==> src/rtl/secbr_pkg.sv <==
package secbr_pkg;

    typedef enum logic [1:0] {
        ST_IDLE,
        ST_SETUP,
        ST_ACCESS,
        ST_RESP
    } br_state_e;

    typedef enum logic [1:0] {
        DEC_PASS,
        DEC_BLOCK,
        DEC_MISS
    } dec_res_e;

    localparam logic [1:0] RESP_OKAY   = 2'b00;
    localparam logic [1:0] RESP_SLVERR = 2'b10;
    localparam logic [1:0] RESP_DECERR = 2'b11;

    function automatic logic [1:0] apb_to_resp(input logic err);
        return err ? RESP_SLVERR : RESP_OKAY;
    endfunction

endpackage

==> src/rtl/secbr_decode.sv <==
module secbr_decode
    import secbr_pkg::*;
#(
    parameter int          ADDR_W     = 32,
    parameter int          NUM_PERIPH = 8,
    parameter int          WIN_W      = 12,
    parameter logic [ADDR_W-1:0] BASE_ADDR = 32'h4000_0000,
    localparam int         IDX_W      = (NUM_PERIPH > 1) ? $clog2(NUM_PERIPH) : 1,
    localparam int         SPAN_W     = WIN_W + IDX_W
) (
    input  logic [ADDR_W-1:WIN_W]  addr_hi,
    input  logic                   nonsec,
    input  logic [NUM_PERIPH-1:0]  cfg_secure,
    output logic [IDX_W-1:0]       idx,
    output dec_res_e               result
);

    logic region_hit;
    logic idx_valid;

    assign idx        = addr_hi[SPAN_W-1:WIN_W];
    assign region_hit = (addr_hi[ADDR_W-1:SPAN_W] == BASE_ADDR[ADDR_W-1:SPAN_W]);
    assign idx_valid  = (int'(idx) < NUM_PERIPH);

    always_comb begin
        if (!region_hit || !idx_valid) begin
            result = DEC_MISS;
        end else if (nonsec && cfg_secure[idx]) begin
            result = DEC_BLOCK;
        end else begin
            result = DEC_PASS;
        end
    end

endmodule

==> src/rtl/secbr_apb_seq.sv <==
module secbr_apb_seq
    import secbr_pkg::*;
#(
    parameter int ADDR_W     = 32,
    parameter int DATA_W     = 32,
    parameter int NUM_PERIPH = 8,
    localparam int IDX_W     = (NUM_PERIPH > 1) ? $clog2(NUM_PERIPH) : 1,
    localparam int STRB_W    = DATA_W / 8
) (
    input  logic                  clk,
    input  logic                  rst,
    input  logic                  start_wr,
    input  logic                  start_rd,
    input  logic [ADDR_W-1:0]     req_addr,
    input  logic [DATA_W-1:0]     req_wdata,
    input  logic [STRB_W-1:0]     req_strb,
    input  dec_res_e              dec_res,
    input  logic [IDX_W-1:0]      dec_idx,
    output logic                  idle,
    output logic                  bvalid,
    input  logic                  bready,
    output logic                  rvalid,
    input  logic                  rready,
    output logic [1:0]            resp,
    output logic [DATA_W-1:0]     rdata,
    output logic [NUM_PERIPH-1:0] psel,
    output logic                  penable,
    output logic                  pwrite,
    output logic [ADDR_W-1:0]     paddr,
    output logic [DATA_W-1:0]     pwdata,
    output logic [STRB_W-1:0]     pstrb,
    input  logic [DATA_W-1:0]     prdata,
    input  logic                  pready,
    input  logic                  pslverr
);

    br_state_e         state_q;
    logic              wr_q;
    logic [ADDR_W-1:0] addr_q;
    logic [DATA_W-1:0] wdata_q;
    logic [STRB_W-1:0] strb_q;
    logic [IDX_W-1:0]  idx_q;
    logic [1:0]        resp_q;
    logic [DATA_W-1:0] rdata_q;
    logic              start;
    logic              apb_active;

    assign start = start_wr || start_rd;

    always_ff @(posedge clk) begin
        if (rst) begin
            state_q <= ST_IDLE;
            wr_q    <= 1'b0;
            addr_q  <= '0;
            wdata_q <= '0;
            strb_q  <= '0;
            idx_q   <= '0;
            resp_q  <= RESP_OKAY;
            rdata_q <= '0;
        end else begin
            case (state_q)
                ST_IDLE: begin
                    if (start) begin
                        wr_q    <= start_wr;
                        addr_q  <= req_addr;
                        wdata_q <= start_wr ? req_wdata : '0;
                        strb_q  <= start_wr ? req_strb : '0;
                        idx_q   <= dec_idx;
                        rdata_q <= '0;
                        case (dec_res)
                            DEC_PASS: begin
                                resp_q  <= RESP_OKAY;
                                state_q <= ST_SETUP;
                            end
                            DEC_BLOCK: begin
                                resp_q  <= RESP_SLVERR;
                                state_q <= ST_RESP;
                            end
                            default: begin
                                resp_q  <= RESP_DECERR;
                                state_q <= ST_RESP;
                            end
                        endcase
                    end
                end
                ST_SETUP: state_q <= ST_ACCESS;
                ST_ACCESS: begin
                    if (pready) begin
                        resp_q  <= apb_to_resp(pslverr);
                        rdata_q <= wr_q ? '0 : prdata;
                        state_q <= ST_RESP;
                    end
                end
                ST_RESP: begin
                    if (wr_q ? bready : rready) begin
                        state_q <= ST_IDLE;
                    end
                end
                default: state_q <= ST_IDLE;
            endcase
        end
    end

    assign idle       = (state_q == ST_IDLE);
    assign apb_active = (state_q == ST_SETUP) || (state_q == ST_ACCESS);
    assign penable    = (state_q == ST_ACCESS);
    assign pwrite     = wr_q;
    assign paddr      = addr_q;
    assign pwdata     = wdata_q;
    assign pstrb      = strb_q;
    assign bvalid     = (state_q == ST_RESP) && wr_q;
    assign rvalid     = (state_q == ST_RESP) && !wr_q;
    assign resp       = resp_q;
    assign rdata      = rdata_q;

    for (genvar g = 0; g < NUM_PERIPH; g++) begin : g_sel
        assign psel[g] = apb_active && (int'(idx_q) == g);
    end

    a_r2_sel_onehot: assert property (@(posedge clk) disable iff (rst)
        $onehot0(psel));

    a_r3_setup_then_access: assert property (@(posedge clk) disable iff (rst)
        ((|psel) && !penable) |=> ((|psel) && penable));

    a_r3_hold_until_ready: assert property (@(posedge clk) disable iff (rst)
        (penable && !pready) |=> (penable && $stable(psel) && $stable(paddr) && $stable(pwdata)));

    a_r6_block_no_apb: assert property (@(posedge clk) disable iff (rst)
        (idle && start && dec_res == DEC_BLOCK) |=> (psel == '0 && (bvalid || rvalid) && resp == RESP_SLVERR));

    a_r7_miss_decerr: assert property (@(posedge clk) disable iff (rst)
        (idle && start && dec_res == DEC_MISS) |=> (psel == '0 && (bvalid || rvalid) && resp == RESP_DECERR));

    a_r11_bresp_held: assert property (@(posedge clk) disable iff (rst)
        (bvalid && !bready) |=> (bvalid && $stable(resp)));

    a_r11_rresp_held: assert property (@(posedge clk) disable iff (rst)
        (rvalid && !rready) |=> (rvalid && $stable(resp) && $stable(rdata)));

endmodule

==> src/rtl/secure_apb_bridge.sv <==
module secure_apb_bridge
    import secbr_pkg::*;
#(
    parameter int          ADDR_W     = 32,
    parameter int          DATA_W     = 32,
    parameter int          NUM_PERIPH = 8,
    parameter int          WIN_W      = 12,
    parameter logic [ADDR_W-1:0] BASE_ADDR = 32'h4000_0000,
    localparam int         IDX_W      = (NUM_PERIPH > 1) ? $clog2(NUM_PERIPH) : 1,
    localparam int         STRB_W     = DATA_W / 8
) (
    input  logic                  clk,
    input  logic                  rst,
    input  logic [NUM_PERIPH-1:0] cfg_secure,
    input  logic                  awvalid,
    output logic                  awready,
    input  logic [ADDR_W-1:0]     awaddr,
    input  logic                  awprot_ns,
    input  logic                  wvalid,
    output logic                  wready,
    input  logic [DATA_W-1:0]     wdata,
    input  logic [STRB_W-1:0]     wstrb,
    output logic                  bvalid,
    input  logic                  bready,
    output logic [1:0]            bresp,
    input  logic                  arvalid,
    output logic                  arready,
    input  logic [ADDR_W-1:0]     araddr,
    input  logic                  arprot_ns,
    output logic                  rvalid,
    input  logic                  rready,
    output logic [DATA_W-1:0]     rdata,
    output logic [1:0]            rresp,
    output logic [NUM_PERIPH-1:0] psel,
    output logic                  penable,
    output logic                  pwrite,
    output logic [ADDR_W-1:0]     paddr,
    output logic [DATA_W-1:0]     pwdata,
    output logic [STRB_W-1:0]     pstrb,
    input  logic [DATA_W-1:0]     prdata,
    input  logic                  pready,
    input  logic                  pslverr
);

    logic              idle;
    logic              wr_pending;
    logic              take_wr;
    logic              take_rd;
    logic [ADDR_W-1:0] sel_addr;
    logic              sel_ns;
    logic [IDX_W-1:0]  dec_idx;
    dec_res_e          dec_res;
    logic [1:0]        resp;

    // Writes win: a read is taken only when no complete write is offered.
    assign wr_pending = awvalid && wvalid;
    assign take_wr    = idle && wr_pending;
    assign take_rd    = idle && arvalid && !wr_pending;
    assign awready    = take_wr;
    assign wready     = take_wr;
    assign arready    = take_rd;
    assign sel_addr   = wr_pending ? awaddr : araddr;
    assign sel_ns     = wr_pending ? awprot_ns : arprot_ns;

    secbr_decode #(
        .ADDR_W     (ADDR_W),
        .NUM_PERIPH (NUM_PERIPH),
        .WIN_W      (WIN_W),
        .BASE_ADDR  (BASE_ADDR)
    ) u_decode (
        .addr_hi    (sel_addr[ADDR_W-1:WIN_W]),
        .nonsec     (sel_ns),
        .cfg_secure (cfg_secure),
        .idx        (dec_idx),
        .result     (dec_res)
    );

    secbr_apb_seq #(
        .ADDR_W     (ADDR_W),
        .DATA_W     (DATA_W),
        .NUM_PERIPH (NUM_PERIPH)
    ) u_seq (
        .clk        (clk),
        .rst        (rst),
        .start_wr   (take_wr),
        .start_rd   (take_rd),
        .req_addr   (sel_addr),
        .req_wdata  (wdata),
        .req_strb   (wstrb),
        .dec_res    (dec_res),
        .dec_idx    (dec_idx),
        .idle       (idle),
        .bvalid     (bvalid),
        .bready     (bready),
        .rvalid     (rvalid),
        .rready     (rready),
        .resp       (resp),
        .rdata      (rdata),
        .psel       (psel),
        .penable    (penable),
        .pwrite     (pwrite),
        .paddr      (paddr),
        .pwdata     (pwdata),
        .pstrb      (pstrb),
        .prdata     (prdata),
        .pready     (pready),
        .pslverr    (pslverr)
    );

    assign bresp = resp;
    assign rresp = resp;

    a_r9_busy_no_accept: assert property (@(posedge clk) disable iff (rst)
        (bvalid || rvalid || (|psel)) |-> !(awready || wready || arready));

    a_r10_write_first: assert property (@(posedge clk) disable iff (rst)
        (awready && arvalid) |-> !arready);

endmodule

==> config.mk <==
export PLATFORM = sky130hd
export DESIGN_NAME = secure_apb_bridge
export DESIGN_NICKNAME = d
export VERILOG_FILES = /design/src/rtl/secbr_pkg.sv /design/src/rtl/secbr_decode.sv /design/src/rtl/secbr_apb_seq.sv /design/src/rtl/secure_apb_bridge.sv
export SDC_FILE = /design/constraint.sdc
export NUM_CORES = 1
export LEC_CHECK = 0
export ABC_AREA = 1
export BUFFER_PORTS_ARGS = -buffer_cell sky130_fd_sc_hd__buf_2
export CAP_MARGIN = 20
export CORE_MARGIN = 10
export CORE_UTILIZATION = 47
export DETAILED_ROUTE_END_ITERATION = 8
export PLACE_DENSITY = 0.86
export SLEW_MARGIN = 5
export SYNTH_ARGS = -nofsm -noshare
export SYNTH_HDL_FRONTEND = slang
export SYNTH_SLANG_ARGS = --single-unit
==> constraint.sdc <==
create_clock -name clk -period 3.2 [get_ports clk]
set_clock_uncertainty 0.1 [all_clocks]
set_input_delay 0 -clock clk [delete_from_list [all_inputs] [get_ports clk]]
set_output_delay 0 -clock clk [all_outputs]
set_load 0.005 [all_outputs]
# ---- Word level (Yosys, flattened, before mapping)
# Index checks and enable logic that the tools add are counted.
dict set report word_totals {
  romBits 0
  latchBits 0
  n_memories 0
  mem_bits_rw 0
  elab_cells 73
  ff_bits 108
}
dict set report op_classes {
  n_lt_le_gt_ge 1
  n_addsub 0
  n_mux 23
  bitwise_logic 0
  div 0
  multipliers 0
  reduce_logical 26
  n_eq_ne 15
  n_shift 0
}
# cell n
set ops {}
lappend ops {{32-bit two-way mux} 5}
lappend ops {{32-bit case mux with 2 select lines} 1}
lappend ops {{17-bit by 16-bit equality test with 1-bit output (second input constant)} 1}
lappend ops {{2-bit two-way mux} 8}
lappend ops {{1-bit logical AND} 15}
lappend ops {{3-bit equality test (second input constant)} 4}
lappend ops {{2-bit case mux with 2 select lines} 2}
lappend ops {{2-bit case mux with 4 select lines} 1}
lappend ops {{3-bit by 2-bit equality test with 1-bit output (second input constant)} 2}
lappend ops {{2-bit by 1-bit != test with 1-bit output (second input constant)} 3}
lappend ops {{3-bit AND reduction} 2}
lappend ops {{2-bit by 1-bit equality test with 1-bit output (second input constant)} 2}
lappend ops {{2-bit equality test (second input constant)} 2}
lappend ops {{2-bit logical NOT} 2}
lappend ops {{3-bit by 4-bit less-than comparator with 1-bit output (second input constant)} 1}
lappend ops {{1-bit two-way mux} 4}
lappend ops {{4-bit two-way mux} 1}
lappend ops {{1-bit binary-select mux with 3-bit select} 1}
lappend ops {{3-bit by 1-bit equality test with 1-bit output (second input constant)} 1}
lappend ops {{3-bit logical NOT} 1}
lappend ops {{1-bit logical NOT} 2}
lappend ops {{1-bit logical OR} 2}
lappend ops {{2-bit AND reduction} 1}
lappend ops {{2-bit nonzero test} 1}

# ---- Logic depth before layout (Yosys ltp)
dict set report depth {
  ltp_word 11
  ltp_mapped 11
}

# ---- Hierarchy
# Synthesis repeated with hierarchy kept, for this count alone.
dict set report unflattened {
  hier_cells 748
  area_unflattened_um2 5081.1
}
# module instances area_each_um2 cells_each seq_area_each_um2
set by_module_without_submodules {}
lappend by_module_without_submodules {secbr_apb_seq 1 4285.4 589 2162.1}
lappend by_module_without_submodules {secure_apb_bridge 1 600.6 119 0.0}
lappend by_module_without_submodules {secbr_decode 1 195.2 40 0.0}

# ---- Worst setup path after synthesis
# Ideal clock, no wire load.
dict set report synth_timing {
  kind {reg-to-reg}
  startpoint {register u_seq.state_q[0]}
  endpoint {register u_seq.rdata_q[10] (netlist: u_seq.rdata[10])}
  synth_period_minus_slack_ns 1.900
  stages_incl_launch_ff 12
  required_time_ns 2.968
  arrival_ns 1.668
  slack_ns 1.300
  path_cell_list {dfxtp_1 -> inv_1 -> ha_1 -> inv_2 -> nor2_4 -> a21oi_4 -> nand2_2 -> o211ai_4 -> clkinv_2 -> buf_6 -> nand3_2 -> a21oi_1}
}
dict set report synth_via {
  elab_chain_cells 6
  elab_cells_between_ends 11
  classes_between {3 x eq/ne; 1 x mux; 7 x reduce/logical}
}
# element line_no
set synth_rtl {}
lappend synth_rtl {{start, declared} secbr_apb_seq.sv:37} ;# br_state_e state_q;
lappend synth_rtl {{start signal, assigned} secbr_apb_seq.sv:52} ;# state_q <= ST_IDLE;
lappend synth_rtl {{start signal, assigned} secbr_apb_seq.sv:73} ;# state_q <= ST_SETUP;
lappend synth_rtl {{start signal, assigned} secbr_apb_seq.sv:77} ;# state_q <= ST_RESP;
lappend synth_rtl {{2-bit logical NOT} {secbr_apb_seq.sv:61, secbr_apb_seq.sv:104}}
lappend synth_rtl {{1-bit logical AND (2 in series)} secure_apb_bridge.sv:58} ;# assign take_rd = idle && arvalid && !wr_pending;
lappend synth_rtl {{1-bit logical OR} secbr_apb_seq.sv:48} ;# assign start = start_wr || start_rd;
lappend synth_rtl {{2-bit by 1-bit != test with 1-bit output (no line)} -}
lappend synth_rtl {{3-bit AND reduction (no line)} -}
lappend synth_rtl {{end signal, assigned} secbr_apb_seq.sv:90} ;# rdata_q <= wr_q ? '0 : prdata;
lappend synth_rtl {{end, declared} secbr_apb_seq.sv:44} ;# logic [DATA_W-1:0] rdata_q;
# Parallel ways exist; a longest one is shown, timed or not.
# A chain may end at the register's enable or synchronous reset.

# ---- Worst setup path in the final report
dict set report layout_timing {
  startpoint {register u_seq.state_q[0]}
  endpoint {register u_seq.addr_q[6] (netlist: u_seq.paddr[6])}
}
dict set report layout_via {
  elab_chain_cells 5
  elab_cells_between_ends 6
  classes_between {6 x reduce/logical}
}
# element line_no
set layout_rtl {}
lappend layout_rtl {{2-bit logical NOT *} {secbr_apb_seq.sv:61, secbr_apb_seq.sv:104}}
lappend layout_rtl {{1-bit logical AND (2 in series)} secure_apb_bridge.sv:58}
lappend layout_rtl {{1-bit logical OR} secbr_apb_seq.sv:48}
lappend layout_rtl {{2-bit AND reduction (no line) *} -}
lappend layout_rtl {{end signal, assigned} secbr_apb_seq.sv:65} ;# addr_q <= req_addr;
lappend layout_rtl {{end, declared} secbr_apb_seq.sv:39} ;# logic [ADDR_W-1:0] addr_q;
# Mark *: on every way between the ends. The rest lies on a longest branch, timed or not.

==> flow_metrics.env <==
export IMPL_fin_ws_ns=0.2379
export IMPL_first_global_vias=6241
export IMPL_cts_tree="built"
export IMPL_initial_utilization_pct=48.85
export IMPL_clock_sinks=105
export IMPL_gp_congestion=0.9076
export IMPL_totalWireLength_um=20590
export IMPL_hold_path_class="in -> reg"
export IMPL_fin_nets=1128
export IMPL_cp_top_family="buffers and inverters"
export IMPL_syn_inst=604
export IMPL_grt_antenna_before_repair=4
export IMPL_crit_fanout=58
export IMPL_peakVddDrop_uv=683.7
export IMPL_synth_seq_cells=105
export IMPL_path_cells="inv_1, ha_1, inv_2, nor2_4, a21oi_4, inv_2, o21ai_0, a31oi_1, dlygate4sd3_1"
export IMPL_cp_depth=9
export IMPL_hold_slack_ns=0.04476
export IMPL_placedCellCount=963
export IMPL_max_freq_ghz=0.3376
export IMPL_die_area_um2=14090
export IMPL_finalCritPeriodShare_pct=92.56
export IMPL_wire_per_inst_um=18.54
export IMPL_min_period_ns=2.962
export IMPL_yosysUniqueCellTypes=26
export IMPL_die_y_um=118.7
export IMPL_grt_max_degree=71
export IMPL_postCtsSetupRepairBufs=0
export IMPL_end_kind="register"
export IMPL_reg2reg_depth=9
export IMPL_rsz0062_at_grt="false"
export IMPL_fin_util_pct=79.17
export IMPL_fin_setup_tns_ns=0
export IMPL_clockRootBuffer="clkbuf_8"
export IMPL_drv_slew=0
export IMPL_yosys_warnings=0
export IMPL_vias=5966
export IMPL_leakagePower_nw=3.543
export IMPL_design_area_um2=7420
export IMPL_insertion_delay_ns=0.35
export IMPL_grt_overflow_total=0
export IMPL_critPathKind="reg -> reg"
export IMPL_timing_reg2reg_setup_slack_ns=0.24
export IMPL_firstDrtPassIters=5
export IMPL_crit_top_cell="inv_2"
export IMPL_cts_max_path_buffers=2
export IMPL_die_w_um=118.7
export IMPL_setup_violations=0
export IMPL_crit_slowest_cell="inv_2"
export IMPL_max_stage_delay_ns=0.63
export IMPL_ios=270
export IMPL_viasPerCell=5.370
export IMPL_netlist_area_um2=4578
export IMPL_antenna_left=0
export IMPL_pre_cts_ws_ns=0.7766
export IMPL_numPortBuffers=269
export IMPL_max_cap_violations=0
export IMPL_gr_usage_all_layers_pct=27.68
export IMPL_maxSlewHeadroom_pct=33.72
export IMPL_fin_cells=1111
export IMPL_htree_levels=3
export IMPL_worstMarginPinSlew_ns=0.9932
export IMPL_p_total_mw=4.446
export IMPL_seq_area_frac_synth_pct=45.91
export IMPL_dpl_hpwl_um=11760
export IMPL_critPathLaunchType="register"
export IMPL_avgSynthCellArea_um2=7.580
export IMPL_final_cell_mix="buf_2, nand2_1, dlygate4sd3_1"
export IMPL_syn_num_nets=759
export IMPL_run_status="finished, final reports clean"
export IMPL_clk_pin_slew_ns=0.11
export IMPL_required_ns=3.41
export IMPL_powerDensity_nw_per_um2=599.3
export IMPL_drive_above_1_share_pct=33.95
export IMPL_rows=35
export IMPL_grt_pass1_wl_um=32220
export IMPL_areaGrowthSynthToFinish_pct=62.07
export IMPL_cts_made_buffers=9
export IMPL_critical_path_arrival_ns=3.18
export IMPL_fillerInstances=590
export IMPL_hold_violations=0
export IMPL_route_detailed_drc=0
export IMPL_placed_cell_area_um2=5916
export IMPL_holdPathStages=5
export IMPL_worstPathBufferInverterCount=4
export IMPL_core_area_um2=9371
export IMPL_final_common_cell="buf_2"
export IMPL_drt_initial_drc_count=694
==> tightest hold or removal path, delay by kind of cell <==
kind	cells	cell delay [ns]
AO/OA/AOI/OAI	2	0.23
AND/OR/NAND/NOR	2	0.15
buffers and inverters	1	0.08
==> state kept, by name, indices dropped and copies added (netlist names) <==
| signal | cells |
|---|---|
| u_seq.paddr | 32 |
| u_seq.pwdata | 32 |
| u_seq.rdata | 32 |
| u_seq.pstrb | 4 |
| u_seq.resp | 2 |
| u_seq.state_q | 2 |
| u_seq.pwrite | 1 |
==> cell type report <==
type | count | area, um2 | share of cell area (%)
Timing Repair Buffer | 403 | 2673 | 36.02
Multi-Input combinational cell | 420 | 2132 | 28.74
Sequential cell | 105 | 2102 | 28.33
Tap cell | 129 | 161.4 | 2.175
Clock buffer | 10 | 137.6 | 1.855
Inverter | 34 | 128.9 | 1.737
Clock inverter | 6 | 75.07 | 1.012
Antenna cell | 4 | 10.01 | 0.1349
==> path summary, 6_finish.rpt <==
check / from / to
min reg2reg: u_seq.pwdata[11] / u_seq.pwdata[11]
max reg2reg: u_seq.state_q[0] / u_seq.paddr[6]
min: araddr[13] / u_seq.paddr[13]
max: u_seq.state_q[0] / u_seq.paddr[6]
==> cells by family after synthesis <==
kind of cell / Yosys count / share of synthesized area, %
mux: 1 / 0.2460
buf+inv: 79 / 7.680
flops: 105 / 45.91
simple gates: 257 / 26.67
compound gates: 158 / 18.39
fa+ha+maj: 4 / 1.093
==> repair_timing <==
action / 4_1_cts / 5_1_grt
gates resized for setup: 0 / 0
endpoints found under the hold margin: 99 / 0
hold buffers: 128 / 0
==> cell usage after synthesis, drive strengths merged <==
cell type  instances  share of area, %
nand2            168                14
dfxtp            105                46
a21oi             90                10
nand3             63                10
o21ai             48               5.2
inv               33               2.7
buf               24               3.1
clkbuf            21               1.7
nor2              21               1.9
a31oi             19               2.6
ha                 4               1.1
nand3b             3              0.49
clkinv             1              0.11
mux2               1              0.25
nor3               1              0.11
o211ai             1              0.46
or2                1              0.14
==> per-layer routing <==
layer / routed length (um) / vias up / track usage, %
met5: 0 / - / 0
met4: 1231 / 0 / 17.10
met3: 1928 / 98 / 9.710
met2: 10250 / 407 / 47.79
met1: 7184 / 2724 / 28.09
li1: - / 2737 / -
==> power by group <==
| part | internal, mW | total, mW | leakage [nW] | switching (mW) |
|---|---|---|---|---|
| combinational | 0.730 | 1.89 | 2.58 | 1.16 |
| clock | 0.395 | 0.866 | 0.105 | 0.471 |
| sequential | 1.54 | 1.69 | 0.858 | 0.147 |
Note: power is estimated with default switching activity, not from simulation.
